<file path="src/rtl/mac_pkg.sv">
package mac_pkg;
  typedef enum logic [1:0] {
    OP_IDLE = 2'b00,
    OP_ACC  = 2'b01,
    OP_SUB  = 2'b10,
    OP_CLR  = 2'b11
  } macOp_t;

  typedef struct packed {
    logic accEn;
    logic subSel;
    logic clrSel;
    logic wrLo;
    logic wrHi;
  } macStrobe_t;
endpackage

</file>
<file path="src/rtl/mac_ctrl.sv">
module mac_ctrl
  import mac_pkg::*;
(
  input  logic [1:0]  opCode,
  input  logic        sprWrLo,
  input  logic        sprWrHi,
  output macStrobe_t  strobe
);
  always_comb begin
    strobe        = '0;
    strobe.wrLo   = sprWrLo;
    strobe.wrHi   = sprWrHi;
    unique case (macOp_t'(opCode))
      OP_ACC:  strobe.accEn = 1'b1;
      OP_SUB:  begin strobe.accEn = 1'b1; strobe.subSel = 1'b1; end
      OP_CLR:  strobe.clrSel = 1'b1;
      default: ;
    endcase
  end
endmodule

</file>
<file path="src/rtl/mac_dp.sv">
module mac_dp
  import mac_pkg::*;
#(
  parameter int DATA_W = 32,
  parameter int SHIFT  = 28
) (
  input  logic              clk,
  input  logic              rstN,
  input  macStrobe_t        strobe,
  input  logic [DATA_W-1:0] opA,
  input  logic [DATA_W-1:0] opB,
  input  logic [DATA_W-1:0] wrData,
  output logic [DATA_W-1:0] accLo,
  output logic [DATA_W-1:0] accHi,
  output logic [DATA_W-1:0] clrResult
);
  localparam int ACC_W = 2 * DATA_W;

  logic [ACC_W-1:0] accCur;
  logic [ACC_W-1:0] extA;
  logic [ACC_W-1:0] extB;
  logic [ACC_W-1:0] product;
  logic [ACC_W-1:0] accNext;
  logic [DATA_W-1:0] window;

  assign accCur  = {accHi, accLo};
  assign extA    = {{DATA_W{opA[DATA_W-1]}}, opA};
  assign extB    = {{DATA_W{opB[DATA_W-1]}}, opB};
  assign product = extA * extB;
  assign window  = accCur[SHIFT +: DATA_W];

  always_comb begin
    if (strobe.clrSel)      accNext = '0;
    else if (strobe.subSel) accNext = accCur - product;
    else                    accNext = accCur + product;
  end

  always_ff @(posedge clk) begin
    if (!rstN) begin
      accLo     <= '0;
      accHi     <= '0;
      clrResult <= '0;
    end else begin
      if (strobe.wrLo)
        accLo <= wrData;
      else if (strobe.accEn || strobe.clrSel)
        accLo <= accNext[DATA_W-1:0];
      if (strobe.wrHi)
        accHi <= wrData;
      else if (strobe.accEn || strobe.clrSel)
        accHi <= accNext[ACC_W-1:DATA_W];
      if (strobe.clrSel)
        clrResult <= window;
    end
  end
endmodule

</file>
<file path="src/rtl/mac_unit.sv">
module mac_unit
  import mac_pkg::*;
#(
  parameter int DATA_W = 32,
  parameter int SHIFT  = 28
) (
  input  logic              clk,
  input  logic              rstN,
  input  logic [1:0]        opCode,
  input  logic [DATA_W-1:0] opA,
  input  logic [DATA_W-1:0] opB,
  input  logic              sprWrLo,
  input  logic              sprWrHi,
  input  logic [DATA_W-1:0] sprWrData,
  input  logic              sprRdSel,
  output logic [DATA_W-1:0] sprRdData,
  output logic [DATA_W-1:0] clrResult
);
  macStrobe_t strobe;
  logic [DATA_W-1:0] accLo;
  logic [DATA_W-1:0] accHi;

  mac_ctrl u_ctrl (
    .opCode (opCode),
    .sprWrLo(sprWrLo),
    .sprWrHi(sprWrHi),
    .strobe (strobe)
  );

  mac_dp #(.DATA_W(DATA_W), .SHIFT(SHIFT)) u_dp (
    .clk      (clk),
    .rstN     (rstN),
    .strobe   (strobe),
    .opA      (opA),
    .opB      (opB),
    .wrData   (sprWrData),
    .accLo    (accLo),
    .accHi    (accHi),
    .clrResult(clrResult)
  );

  assign sprRdData = sprRdSel ? accHi : accLo;
endmodule

</file>
<file path="config.mk">
export PLATFORM = sky130hd
export DESIGN_NAME = mac_unit
export DESIGN_NICKNAME = d
export VERILOG_FILES = /design/src/rtl/mac_pkg.sv /design/src/rtl/mac_ctrl.sv /design/src/rtl/mac_dp.sv /design/src/rtl/mac_unit.sv
export SDC_FILE = /design/constraint.sdc
export NUM_CORES = 2
export LEC_CHECK = 0
export ABC_AREA = 1
export BUFFER_PORTS_ARGS = -buffer_cell sky130_fd_sc_hd__buf_2
export CAP_MARGIN = 0
export CORE_MARGIN = 3
export CORE_UTILIZATION = 25
export DETAILED_ROUTE_END_ITERATION = 12
export GPL_TIMING_DRIVEN = 0
export PLACE_DENSITY = 0.46
export SYNTH_ARGS = -nofsm -noshare
export SYNTH_HDL_FRONTEND = slang
export SYNTH_SLANG_ARGS = --single-unit
</file>
<file path="constraint.sdc">
create_clock -name clk -period 12.5 [get_ports clk]
set_input_delay 1.875 -clock clk [delete_from_list [all_inputs] [get_ports clk]]
set_output_delay 1.875 -clock clk [all_outputs]
set_load 0.1 [all_outputs]
</file>
==> metrics <==
outcome=complete, no violations; CP arrival=12270 ps; routed vias=43240; routability cong.=0.985; Synthesis Warnings=0; min Tclk post-route=12050 ps; largest net degree at the start of global routing=22; Seq/Total Area, Yosys=3.96%; gr usage total=20.5%; CP endpoint kind=register; Max Slew Vio Count=0; clk sinks=96; Core ar.=193000 sq um; RR Startpoint=u_dp.accLo[2]; cts hold-fix bufs=0; Post-synth ARST share=0%; hold path endpoint=u_dp.clrResult[16]; final core utilization=27.6%; Max Fclk=83.0 MHz; most frequent CP cell=nand2_1; CTS Buffer Depth=2; r2r setup slk=8510 ps; skew final=7.89 ps; #FFs+latches synth=96; Avg WL per Cell=21.8 um; global route total overflow=0; slew margin rel.=20.1%; Setup crit start kind=primary input; Die Wd=447 um; initial antenna violation count=10; vias per cell=4.64; final wirelength=203 mm; fin crit share=96.4%; CP delay by family, top=adder cells; detailed placement HPWL=179 mm; Antenna Violating Nets Remaining=0; iteration-0 DRC count of the detailed router=3602; clk_lat worst skew=360 ps; Hold Fails Final Rpt=0; final setup vio count=0; share of cells above drive strength 1=7.90%; die area=199000 sq um; Cell variety after synth=51; standard-cell rows=161; dominant cell type by area after synthesis=fa_1; Nets=8205; setup TNS=0 ps; most common cell after layout, fill and taps aside=inv_1; Synth Area per Inst=7.36 sq um; most frequent cells in the layout=inv_1 (1836), nand2_1 (1720), fa_1 (1078), nor2_1 (337), ha_1 (248); Post-Place Cells=9280; CTS tree=done; Port Buffers=163; Worst R2R Path Depth=17; maxcap violations=0; vias in the first global route=45457; synthesis-to-finish area growth=9.84%; Top FF cell, synth=dfxtp_1; Finished Layout Cells=9313; crit path buf inv count=6; Syn Nets=8025; required time worst endpoint=12710 ps; crit-path max FO=10; initial core utilization=25.2%; die height=447 um; Crit-path slowest cell=fa_1; clock slew at reported path FFs=70 ps; Least-Margin Pin Slew=1190 ps; Synth top area share=44.7%; Hold Path Class=register to register; Pre-Repair DR Iteration Count=6; Post-Syn Instances=6591; top cells by area, synth=fa_1 (45%), inv_1 (14%), nand2_1 (13%), ha_1 (6.4%), dfxtp_1 (4.0%); CTS HTree Levels=3; worst hold stages=2; launch point of the worst hold path=u_dp.clrResult[16]; CTS Root Cell=clkbuf_16; reg2reg end=u_dp.accHi[17]; io pins=167; Remaining DRCs=0; number of synthesized flops with an enable pin=0; first-pass GRT wire length=300 mm; Crit Path Category=primary input to register; CTS Buf Count=9; CP peak stage delay=640 ps; Crit path depth=41; Syn Std Cell Area=48500 sq um
-- sequential cells by signal, indices dropped and copies added, names as in the netlist --
register        cells
u_dp.accHi         32
u_dp.accLo         32
u_dp.clrResult     32
-- logic make-up after synthesis --
| group | count (synthesis) | synth area share, % |
|---|---|---|
| DFF | 96 | 3.96 |
| muxes | 15 | 0.348 |
| and+or+nand+nor | 2419 | 20.4 |
| xor gates and xnor gates | 90 | 1.62 |
| adders and majority gates | 1331 | 51.1 |
| AOI/OAI and AO/OA | 528 | 6.19 |
| buffers and inverters | 2112 | 16.4 |
-- through the flow --
| step | instance area [sq um] | hold WS (ps) | setup slack [ps] |
|---|---|---|---|
| CTS | 52800 | 492 | 5.45 |
| finish | 53300 | 485 | 449 |
| detailed placement | 52500 | 475 | -1280 |
| global route | 53300 | 526 | -21.7 |
| floorplan | 48500 | 461 | 1330 |
| global placement | 52500 | 470 | -1300 |
-- worst reg2reg max path: stages (launching register included) --
cell	delay (ps)
dfxtp_1	360
ha_1	380
nand3_1	110
nand2_1	90
nand2_1	70
nand2_1	70
a21oi_1	80
nor2_1	110
nor2_1	60
o21bai_1	290
a21boi_1	230
o21ai_0	690
inv_1	150
o21ai_1	510
nand4_1	250
nand3b_1	150
nand3_1	140
a21oi_1	180
-- layer usage --
layer  wire, um  global-route usage (%)  vias to the layer above
met4       7470                    6.01                        4
met3      15100                    3.12                      267
li1           -                       -                    19387
met5         25                       0                        -
met2      95400                    34.5                     1485
met1      85100                    27.0                    22097
-- cell type report --
class | count | area [sq um]
fill | 21302 | 139000
multi-input combinational | 4383 | 38800
inverter | 1872 | 7040
tap | 2526 | 3160
sequential | 96 | 1920
buffer | 240 | 1200
timing repair buffer | 169 | 868
clock buffer | 10 | 229
clock inverter | 6 | 68.8
antenna | 11 | 27.5
-- cell usage after synthesis, drive strengths merged, types with 15 or more instances --
cell type,n
o21a,16
or2,44
xnor2,26
nor3,27
o21ai,159
inv,1870
nand2,1746
a21oi,207
a31oi,84
xor2,64
dfxtp,96
ha,248
mux2,15
nor2,381
clkbuf,234
fa,1083
o211ai,18
nand3b,18
nand4,43
nand3,144
-- worst max-delay path by stage --
stage / end / from / slack [ps]
after global placement: u_dp.accHi[31] / opA[31] / -1300
final: u_dp.accHi[20] / opB[2] / 450
after floorplan: u_dp.accHi[31] / opA[31] / 1330
after detailed placement: u_dp.accHi[31] / opA[31] / -1280
after global routing: u_dp.accHi[31] / opB[10] / -20
after CTS: u_dp.accHi[11] / opA[11] / 5
-- timing repair --
item                                    4_1_cts  5_1_grt
pin swaps                                     1        4
buffers inserted                              1        5
gates resized for setup                      34      423
endpoints found under the setup margin       15       30
Power is left out: the tool's default activity adds up to more than one toggle a clock period on the data nets, which glitch-free logic cannot reach.
